$ cat src/rtl/epp_cycle_pkg.sv
package epp_cycle_pkg;
    localparam logic [2:0] OFS_STAT   = 3'd1;
    localparam logic [2:0] OFS_CTRL   = 3'd2;
    localparam logic [2:0] OFS_EADDR  = 3'd3;
    localparam logic [2:0] OFS_EDATA  = 3'd4;
    localparam logic [7:0] CTRL_RESET = 8'h0C;
    localparam int         DIR_BIT    = 5;
    localparam logic [7:0] GATE_MASK  = 8'h2F;
    localparam logic [7:0] GATE_WR    = 8'h04;
    localparam logic [7:0] GATE_RD    = 8'h24;
endpackage

$ cat src/rtl/epp_cycle_gate.sv
module epp_cycle_gate
    import epp_cycle_pkg::*;
(
    input  logic [7:0] ctrl,
    output logic       wr_ok,
    output logic       rd_ok
);
    logic [7:0] masked;
    assign masked = ctrl & GATE_MASK;
    assign wr_ok  = (masked == GATE_WR);
    assign rd_ok  = (masked == GATE_RD);
endmodule

$ cat src/rtl/epp_width_decode.sv
module epp_width_decode #(
    parameter int DATA_BYTES = 4,
    localparam int IDX_W = (DATA_BYTES > 1) ? $clog2(DATA_BYTES) : 1,
    localparam int DW = 8 * DATA_BYTES
) (
    input  logic [1:0]       size,
    input  logic             is_addr,
    output logic [IDX_W-1:0] last,
    output logic [DW-1:0]    mask
);
    int n;
    always_comb begin
        if (is_addr) begin
            n = 1;
        end else begin
            case (size)
                2'd0:    n = 1;
                2'd1:    n = 2;
                default: n = 4;
            endcase
        end
        if (n > DATA_BYTES) n = DATA_BYTES;
        last = IDX_W'(n - 1);
    end

    for (genvar i = 0; i < DATA_BYTES; i++) begin : g_lane
        assign mask[8*i +: 8] = (IDX_W'(i) <= last) ? 8'hFF : 8'h00;
    end
endmodule

$ cat src/rtl/epp_byte_lanes.sv
module epp_byte_lanes #(
    parameter int DATA_BYTES = 4,
    localparam int IDX_W = (DATA_BYTES > 1) ? $clog2(DATA_BYTES) : 1,
    localparam int DW = 8 * DATA_BYTES
) (
    input  logic [DW-1:0]    wbuf,
    input  logic [DW-1:0]    rbuf,
    input  logic [IDX_W-1:0] idx,
    input  logic [7:0]       in_byte,
    output logic [7:0]       out_byte,
    output logic [DW-1:0]    merged
);
    assign out_byte = wbuf[{idx, 3'b000} +: 8];

    for (genvar i = 0; i < DATA_BYTES; i++) begin : g_merge
        assign merged[8*i +: 8] = (IDX_W'(i) == idx) ? in_byte : rbuf[8*i +: 8];
    end
endmodule

$ cat src/rtl/epp_cycle_ctrl.sv
module epp_cycle_ctrl
    import epp_cycle_pkg::*;
#(
    parameter int DATA_BYTES = 4,
    localparam int IDX_W = (DATA_BYTES > 1) ? $clog2(DATA_BYTES) : 1,
    localparam int DW = 8 * DATA_BYTES
) (
    input  logic          clk,
    input  logic          rst_n,
    input  logic          host_req,
    input  logic          host_we,
    input  logic [2:0]    host_addr,
    input  logic [1:0]    host_size,
    input  logic [DW-1:0] host_wdata,
    output logic          host_busy,
    output logic          host_done,
    output logic [DW-1:0] host_rdata,
    output logic          per_req,
    output logic          per_we,
    output logic          per_is_addr,
    output logic [7:0]    per_wdata,
    input  logic          per_ack,
    input  logic          per_err,
    input  logic [7:0]    per_rdata,
    output logic [7:0]    ctl_lines,
    output logic          dir_read,
    output logic          dir_chg
);
    typedef struct packed {
        logic             busy;
        logic             preq;
        logic             pwe;
        logic             pisaddr;
        logic [IDX_W-1:0] idx;
        logic [IDX_W-1:0] last;
        logic [DW-1:0]    wbuf;
        logic [DW-1:0]    rbuf;
        logic             done;
        logic [DW-1:0]    rdata;
        logic [7:0]       ctrl;
        logic             tmo;
        logic             dirchg;
    } state_t;

    state_t q, d;

    logic             wr_ok, rd_ok;
    logic [IDX_W-1:0] last_w;
    logic [DW-1:0]    mask_w;
    logic [DW-1:0]    merged;
    logic             tmo_flag;

    epp_cycle_gate u_gate (
        .ctrl  (q.ctrl),
        .wr_ok (wr_ok),
        .rd_ok (rd_ok)
    );

    epp_width_decode #(.DATA_BYTES(DATA_BYTES)) u_width (
        .size    (host_size),
        .is_addr (host_addr == OFS_EADDR),
        .last    (last_w),
        .mask    (mask_w)
    );

    epp_byte_lanes #(.DATA_BYTES(DATA_BYTES)) u_lanes (
        .wbuf     (q.wbuf),
        .rbuf     (q.rbuf),
        .idx      (q.idx),
        .in_byte  (per_rdata),
        .out_byte (per_wdata),
        .merged   (merged)
    );

    always_comb begin
        d        = q;
        d.done   = 1'b0;
        d.dirchg = 1'b0;
        if (!q.busy) begin
            if (host_req) begin
                d.done  = 1'b1;
                d.rdata = '0;
                case (host_addr)
                    OFS_STAT: begin
                        if (host_we) begin
                            if (host_wdata[0]) d.tmo = 1'b0;
                        end else begin
                            d.rdata = DW'(q.tmo);
                        end
                    end
                    OFS_CTRL: begin
                        if (host_we) begin
                            d.ctrl   = host_wdata[7:0];
                            d.dirchg = host_wdata[DIR_BIT] ^ q.ctrl[DIR_BIT];
                        end else begin
                            d.rdata = DW'(q.ctrl);
                        end
                    end
                    OFS_EADDR, OFS_EDATA: begin
                        if (host_we ? wr_ok : rd_ok) begin
                            d.done    = 1'b0;
                            d.busy    = 1'b1;
                            d.preq    = 1'b1;
                            d.pwe     = host_we;
                            d.pisaddr = (host_addr == OFS_EADDR);
                            d.idx     = '0;
                            d.last    = last_w;
                            d.wbuf    = host_wdata;
                            d.rbuf    = mask_w;
                        end else if (!host_we) begin
                            d.rdata = mask_w;
                        end
                    end
                    default: ;
                endcase
            end
        end else if (q.preq) begin
            if (per_ack) begin
                d.preq = 1'b0;
                if (per_err) begin
                    d.tmo   = 1'b1;
                    d.busy  = 1'b0;
                    d.done  = 1'b1;
                    d.rdata = q.pwe ? '0 : q.rbuf;
                end else begin
                    if (!q.pwe) d.rbuf = merged;
                    if (q.idx == q.last) begin
                        d.busy  = 1'b0;
                        d.done  = 1'b1;
                        d.rdata = q.pwe ? '0 : merged;
                    end else begin
                        d.idx = q.idx + 1'b1;
                    end
                end
            end
        end else begin
            d.preq = 1'b1;
        end
    end

    always_ff @(posedge clk) begin
        if (!rst_n) begin
            q      <= '0;
            q.ctrl <= CTRL_RESET;
        end else begin
            q <= d;
        end
    end

    assign tmo_flag    = q.tmo;
    assign host_busy   = q.busy;
    assign host_done   = q.done;
    assign host_rdata  = q.rdata;
    assign per_req     = q.preq;
    assign per_we      = q.pwe;
    assign per_is_addr = q.pisaddr;
    assign ctl_lines   = q.ctrl & ~(8'h01 << DIR_BIT);
    assign dir_read    = q.ctrl[DIR_BIT];
    assign dir_chg     = q.dirchg;
endmodule

$ cat config.mk
export PLATFORM = sky130hd
export DESIGN_NAME = epp_cycle_ctrl
export DESIGN_NICKNAME = d
export VERILOG_FILES = /design/src/rtl/epp_cycle_pkg.sv /design/src/rtl/epp_cycle_gate.sv /design/src/rtl/epp_width_decode.sv /design/src/rtl/epp_byte_lanes.sv /design/src/rtl/epp_cycle_ctrl.sv
export SDC_FILE = /design/constraint.sdc
export NUM_CORES = 1
export LEC_CHECK = 0
export BUFFER_PORTS_ARGS = -buffer_cell sky130_fd_sc_hd__buf_2
export CAP_MARGIN = 20
export CORE_UTILIZATION = 30
export CTS_CLUSTER_SIZE = 10
export DETAILED_ROUTE_END_ITERATION = 7
export GPL_ROUTABILITY_DRIVEN = 0
export GPL_TIMING_DRIVEN = 0
export PLACE_DENSITY = 0.56
export SETUP_SLACK_MARGIN = 0.5
export SLEW_MARGIN = 10
export SYNTH_ARGS = -nofsm -noshare
export SYNTH_HDL_FRONTEND = slang
export SYNTH_SLANG_ARGS = --single-unit
$ cat constraint.sdc
create_clock -name clk -period 5 [get_ports clk]
set_input_delay 0.25 -clock clk [delete_from_list [all_inputs] [get_ports clk]]
set_output_delay 0.25 -clock clk [all_outputs]
set_load 0.05 [all_outputs]
# Word level (Yosys, flattened, before mapping)
# Cells that the tools add are included.
[word_totals]
register_bits = 115
[classes]
mux = 51
bitwise = 6
addsub = 2
reduce_logical = 17
n_shift = 1
order_cmp = 5
eq_ne = 18
[ops]
columns = ["operator", "n"]
rows = [
  ["65-bit two-way mux", 3],
  ["32-bit two-way mux", 6],
  ["73-bit two-way mux", 2],
  ["115-bit two-way mux", 1],
  ["32-bit case mux with 3 select lines", 1],
  ["8-bit two-way mux", 11],
  ["33-bit two-way mux", 2],
  ["32-bit by 6-bit indexed part select with 8-bit output", 1],
  ["7-bit AND reduction", 3],
  ["2-bit two-way mux", 8],
  ["1-bit two-way mux", 15],
  ["2-bit inequality test, second input constant", 6],
  ["4-bit AND reduction", 3],
  ["2-bit nonzero test", 6],
  ["3-bit by 2-bit equality test with 1-bit output, second input constant", 2],
  ["3-bit case mux with 2 select lines", 1],
  ["5-bit by 3-bit equality test with 1-bit output, second input constant", 1],
  ["5-bit equality test, second input constant", 1],
  ["1-bit NOT", 5],
  ["5-bit OR reduction", 1],
  ["2-bit equality test, first input constant", 2],
  ["1-bit by 2-bit <= comparator with 1-bit output, first input constant", 2],
  ["2-bit <= comparator, first input constant", 2],
  ["2-bit logical NOT", 2],
  ["13 further kinds", 13],
]

# Longest topological paths before layout
# Gate-level depths: netlist of the first run.
[logic_depth]
word_depth = 13
ltp_mapped = 9
mapped_depth_nobuf = 7

# Cells and area by module
# Synthesis of the first run repeated with hierarchy kept, for this count alone.
[unflattened]
cells_unflattened = 767
area_unflattened_um2 = 6985.4
[modules_own_cells]
columns = ["mod", "area_each_um2", "seq_area_each_um2", "n_inst", "cells_each"]
rows = [
  ["epp_cycle_ctrl", 6053.3, 2302.2, 1, 679],
  ["epp_byte_lanes", 604.3, 0.0, 1, 48],
  ["epp_width_decode", 284.0, 0.0, 1, 37],
  ["epp_cycle_gate", 43.8, 0.0, 1, 3],
]

# Least setup slack after synthesis of the first run
# No wires, ideal clock.
[synth_path]
path_kind = "reg-to-reg"
start = "register q[109] (netlist name)"
end = "register q, in the netlist host_rdata[16]"
required_ns = 4.912
period_less_slack_ns = 2.403
slack_ns = 2.597
arrival_ns = 2.314
setup_time_ns = 0.088
path_stages_with_launch = 10
cell_sequence = "dfxtp_1 buf_1 inv_1 ha_1 buf_2 nor2b_1 clkbuf_1 mux2_2 nand3_1 a311oi_2"
[synth_between]
elab_chain_cells = 8
elab_cells_between_ends = 11
cone_classes = "3 x eq/ne; 7 x mux; 1 x reduce/logical"
[synth_lines]
columns = ["item", "line_no", "source"]
rows = [
  ["from (decl)", "epp_cycle_ctrl.sv:45", "state_t q, d;"],
  ["2-bit equality test", "epp_byte_lanes.sv:16", "assign merged[8*i +: 8] = (IDX_W'(i) == idx) ? in_byte : rbuf[8*i +: 8];"],
  ["8-bit two-way mux", "epp_byte_lanes.sv:16", ""],
  ["32-bit two-way mux", "epp_cycle_ctrl.sv:130", "d.rdata = q.pwe ? '0 : merged;"],
  ["33-bit two-way mux", "epp_cycle_ctrl.sv:127", "if (q.idx == q.last) begin"],
  ["33-bit two-way mux", "epp_cycle_ctrl.sv:120", "if (per_err) begin"],
  ["65-bit two-way mux", "epp_cycle_ctrl.sv:118", "if (per_ack) begin"],
  ["65-bit two-way mux", "epp_cycle_ctrl.sv:117", "end else if (q.preq) begin"],
  ["65-bit two-way mux", "epp_cycle_ctrl.sv:79", "if (!q.busy) begin"],
]
# Several ways; a longest one is shown, not always the timed one. The select of a mux whose other input is x is not followed.
# A chain may end at the register's enable or synchronous reset.

# Final worst setup path of the first run
[layout_path]
start = "register q[109] (netlist name)"
end = "register q, in the netlist host_rdata[21]"
# Same word-level chain as after synthesis.

==> impl_metrics.toml, run 1 <==
[power_and_ir_drop]
p_per_area_nw_per_um2 = 320.5
peakVddDrop_v = 0.0002461
total_power_mw = 2.425
leakagePower_nw = 2.851

[setup_path]
crit_chain = "buf_1, inv_1, ha_1, buf_2, nor2b_1, clkbuf_1, mux2_2, nand3_1, a311oi_2"
worstSetupEndpointType = "register"
crit_type = "reg -> reg"
cp_slowest_cell = "buf_1"
slowest_delay_ns = 0.64
crit_fanout = 10
critPathBufInv = 4
worstPathArrival_ns = 3.21
worstPathRequired_ns = 5.33
cp-start-kind = "register"
cpLargestDelayFamily = "buffers and inverters"

[status]
outcome = "finished clean"

[clocking]
clk_path_buf_depth = 2
clk_latency_ns = 0.42
cts-buffers-inserted = 17
cts_post_setup_buffers_inserted = 0
cts_resized = 0
htree_num_levels = 4
cts.clk_slew.worst_paths_ns = 0.06
cts_hold_buf = 0
cts_tree = "done"
clock-sinks = 115
cts.root.buffer_cell = "clkbuf_16"

[final_layout]
drive_above_1_share = 0.3719
final_core_util = 0.3837
multi_input_area_um2 = 3217
top_register = "q"
largest_reg_flops = 68
final_common_cell = "buf_2"
diodes = 0
final_cell_mix = "118 x buf_2, 115 x dfxtp_1, 72 x a21oi_1"
stdcell_count = 1042
syn_to_final_growth_pct = 23.77
fillers = 2009
regArea_um2 = 2302
final_nets = 823
fin_area_um2 = 7565

[logic_synthesis]
synth_seq_cells = 115
synth_simple_gate_area_frac = 0.1122
synth_mux_area_frac = 0.1488
async_flop_share = 0
synth_compound_area_frac = 0.2461
synth_flop_cell = "dfxtp_1"
ys_warn_count = 0
synth_nets = 701
ys_seq_area_frac = 0.3767
synthAdderAreaFrac = 0.01433
synth_area_um2 = 6112
synth_top_family_by_area = "compound AO/OA/AOI/OAI gates"
syn_area_per_cell_um2 = 9.506
synth_xor_area_frac = 0.004299
synth_enable_flop_cells = 0
synth_cells = 643
synth.distinct_cells = 52

[sta]
slew_viol_final = 0
setup_tns_ns = 0
finalSetupViolations = 0
setup_slack_ns = 2.121
slew_headroom = 0.3331
timing.final.crit_period_ns = 2.879
fin_hold_ws_ns = 0.07432
worst_slew_pin_slew_ns = 0.9982
fmax_ghz = 0.3473
finalCritPeriodShare = 0.5759
hold_viol = 0
rsz0062_at_grt = "no"
fin_skew_ns = 0.009471

[placed_design]
dpl.cell_count = 1011
dp_hpwl_um = 13500
port_buffers = 103
dp_slack_ns = 2.098
post_dp_cell_area_um2 = 6959

[grt]
grt_pass1_wl_um = 28360
overflow = 0
grtUsageTotal = 0.1820
grt_pass1_vias = 5047
antenna_found_initial = 0
grt_max_degree = 17

[hold_path]
hold_class = "in -> reg"

[route]
wl_met3_um = 933
drtIter0Drc = 317
via_count = 5375
drtAntennaViolNets = 0
wl_met2_um = 8365
routedLengthMet1_um = 8896
top_layer_used = "met4"
post-route-drc-count = 0
wl_per_cell_um = 17.89
vias_per_cell = 5.158
first_pass_iters = 5
totalWireLength_um = 18640

[floorplan]
dieWidth_um = 144.7
initial_utilization = 0.3100
die-area_um2 = 20950
num_rows = 51
io_pins = 106
core_um2 = 19720
die_y_um = 144.7

[run]
drv_cap = 0
[kinds of logic after synthesis]
group / after synthesis
AO/OA/AOI/OAI: 197
AND/OR/NAND/NOR: 133
flip-flops: 115
buffers and inverters: 110
multiplexers: 77
adder cells (fa/ha/maj): 7
XOR/XNOR: 3
other: 1
[where the power goes]
part / internal [mW] / leakage [nW] / switching [mW]
Clock: 0.787 / 0.279 / 0.473
Combinational: 0.0744 / 1.64 / 0.149
Sequential: 0.932 / 0.932 / 0.00932
Total: 1.79 / 2.85 / 0.632
[cell usage after synthesis (all sizes together), types with 9 or more instances]
cell | number | area [um2]
dfxtp | 115 | 2302
a21oi | 72 | 360.4
nand3 | 64 | 320.3
buf | 61 | 409.1
clkbuf | 42 | 157.7
o21ai | 39 | 198.9
mux2i | 38 | 380.4
o221a | 32 | 360.3
mux2 | 31 | 349.1
nor2 | 31 | 116.4
a311oi | 21 | 309.1
nand2 | 9 | 33.78
[final timing paths]
kind                    endpoint      startpoint  slack [ns]  depth (start not counted)
setup / recovery  host_rdata[21]          q[109]        2.12                          9
hold / removal             q[90]  host_wdata[15]        0.07                          3
setup reg to reg  host_rdata[21]          q[109]        2.12                          9
hold reg to reg            q[95]           q[95]        0.47                          2
[worst register-to-register path: cells and delay by family, from the launching register on]
kind            cells  cell delay [ns]
compound gates      1             0.27
buf+inv             4             1.29
flops               1             0.40
mux                 1             0.32
simple gates        2             0.26
fa+ha+maj           1             0.24
[final cells by class]
| class | count | area share |
|---|---|---|
| flip-flops and latches | 115 | 0.3043 |
| plain buffers | 103 | 0.07493 |
| repair buffers | 103 | 0.06814 |
| inverters | 7 | 0.003473 |
| multi-input cells | 418 | 0.4252 |
| clock inverters | 14 | 0.02382 |
| clock buffers | 17 | 0.05624 |
| well taps | 265 | 0.04383 |
[metal layers]
layer | vias up | global-route usage
met4 | 0 | 0.07313
met3 | 31 | 0.03949
met5 | - | 0
met2 | 160 | 0.2766
met1 | 2555 | 0.2487
li1 | 2629 | -
No activity file was read; power rests on OpenSTA's default activity.
==> inputs of run 2 (changes only) <==
==> constraint.sdc (replaced) <==
create_clock -name clk -period 2.8 [get_ports clk]
set_input_delay 0.14 -clock clk [delete_from_list [all_inputs] [get_ports clk]]
set_output_delay 0.14 -clock clk [all_outputs]
set_load 0.05 [all_outputs]
==> run 2 against run 1 <==
  * Core utilization up 1.7 points
  * Setup slack lost 1.5 ns
  * Total power is 76% higher
  * Non-clock buffer count grew 29
  * Clock power is 71% higher
  * Sequential cell count stayed put
  * Critical path type unchanged
  * Critical endpoint is now q[56]
  * Largest cell class unchanged
  * Largest power group unchanged
==> impl_metrics.toml, run 2 (synthesis gave the netlist of run 1 again) <==
[clocking]
htree_num_levels = 4
cts.clk_slew.worst_paths_ns = 0.06
clk_path_buf_depth = 2
cts_post_setup_buffers_inserted = 0
cts_tree = "done"
cts.root.buffer_cell = "clkbuf_16"
clock-sinks = 115
clk_latency_ns = 0.42
cts-buffers-inserted = 17

[final_layout]
final_common_cell = "buf_2"
largest_reg_flops = 68
fin_area_um2 = 7908
top_register = "q"
stdcell_count = 1073
drive_above_1_share = 0.3767
final_cell_mix = "117 x buf_2, 112 x dfxtp_1, 72 x a21oi_1"
fillers = 1984
final_nets = 852
syn_to_final_growth_pct = 29.38

[route]
wl_per_cell_um = 17.71
totalWireLength_um = 19000
first_pass_iters = 4
drtIter0Drc = 389
post-route-drc-count = 0
vias_per_cell = 5.122
via_count = 5496
drtAntennaViolNets = 0

[power_and_ir_drop]
pwr-share-clk = 0.504
pwr-share-seq = 0.394
peakVddDrop_v = 0.0004498
leakagePower_nw = 3.005
switching_power_mw = 1.124
comb_power_share = 0.102
switching_share = 0.2638
total_power_mw = 4.262
p_per_area_nw_per_um2 = 539.0
p_int_mw = 3.137

[sta]
fin_skew_ns = 0.008173
fmax_ghz = 0.4530
slew_viol_final = 0
rsz0062_at_grt = "no"
worst_slew_pin_slew_ns = 0.9518
setup_tns_ns = 0
timing.final.crit_period_ns = 2.208
finalSetupViolations = 0
hold_viol = 0
slew_headroom = 0.3641
finalCritPeriodShare = 0.7885

[placed_design]
dp_hpwl_um = 13520
dpl.cell_count = 1011
post_dp_cell_area_um2 = 6962
port_buffers = 103

[floorplan]
dieWidth_um = 144.7
core_um2 = 19720
num_rows = 51
initial_utilization = 0.3100
io_pins = 106
die_y_um = 144.7
die-area_um2 = 20950

[setup_path]
crit_fanout = 10
critPathBufInv = 2
worstSetupEndpointType = "register"
crit_chain = "ha_1, or4_1, buf_2, o22ai_4, buf_2, o221a_2"
cp-start-kind = "register"
cp_slowest_cell = "or4_1"
cp_common_cell = "buf_2"
cpLargestDelayFamily = "compound AO/OA/AOI/OAI gates"
worstPathRequired_ns = 3.16
worstPathArrival_ns = 2.57
crit_type = "reg -> reg"
slowest_delay_ns = 0.46

[grt]
grtUsageTotal = 0.1865
grt_max_degree = 17
antenna_found_initial = 1
grt_pass1_wl_um = 29100
grt_pass1_vias = 5193
overflow = 0

[status]
outcome = "finished clean"

[run]
drv_cap = 0

[hold_path]
hold_class = "in -> reg"
## run 2: changes by cell type in the layout (fill, tap and decap cells not counted), sizes merged
| cell | previous run | this run |
|---|---|---|
| dlygate4sd3 | 0 | 29 |
| buf | 164 | 162 |
| clkbuf | 59 | 61 |
| clkinv | 2 | 4 |
| bufinv | 3 | 2 |
| clkinvlp | 5 | 6 |
| diode | 0 | 1 |
| inv | 11 | 10 |
## run 2: layout make-up
cell class	instances	area, um2	area share
antenna	1	2.502	0.0003165
buffer	103	610.6	0.07722
clock buffer	17	425.4	0.05380
clock inverter	15	158.9	0.02009
inverter	7	26.28	0.003323
multi-input combinational	418	3241	0.4098
sequential	115	2306	0.2916
tap	265	331.6	0.04193
timing repair buffer	132	805.8	0.1019
## run 2: worst reg2reg max path, stage by stage (launching register included)
cell and delay [ns]:
dfxtp_2 0.35, ha_1 0.33, or4_1 0.46, buf_2 0.21, o22ai_4 0.29, buf_2 0.29
o221a_2 0.22
## run 2: stage by stage
stage / util / worst slack, ns / hold slack, ns
after floorplan: - / 0.6296 / 0.2499
after CTS: 0.3987 / 0.5078 / 0.002707
after detailed placement: 0.3531 / -0.01386 / 0.3984
after global placement: 0.3531 / 0.05114 / 0.3954
final: 0.4010 / 0.5923 / 0.005471
after global routing: 0.4009 / 0.4995 / 0.01410
## run 2: power groups by stage
stage               Sequential (mW)  Clock [mW]  Combinational, mW
floorplan                      1.71           0              0.265
global placement               1.72           0              0.398
detailed placement             1.72           0              0.399
CTS                            1.68        2.18              0.432
global route                   1.68        2.25              0.464
finish                         1.68        2.15              0.434
## run 2: final timing paths
kind         depth (start not counted)  slack (ns)      startpoint  endpoint
min                                  3       0.005  host_wdata[18]     q[93]
max reg2reg                          6        0.59        dir_read     q[56]
max                                  6        0.59        dir_read     q[56]
min reg2reg                          2        0.47           q[92]     q[92]
## run 2: per-layer routing
layer  vias to the layer above  global-route usage  routed length, um
li1                       2683                   -                  -
met1                      2635              0.2569               8982
met2                       161              0.2857               8718
met3                        17             0.04311               1043
met4                         0             0.06039                254
met5                         -                   0                  0
## run 2: what timing repair did
action | in CTS | in global routing
setup endpoints to repair | 52 | 55
resized for setup | 10 | 22
hold buffers | 29 | 0
hold endpoints to repair | 32 | 0
cloned | 0 | 0
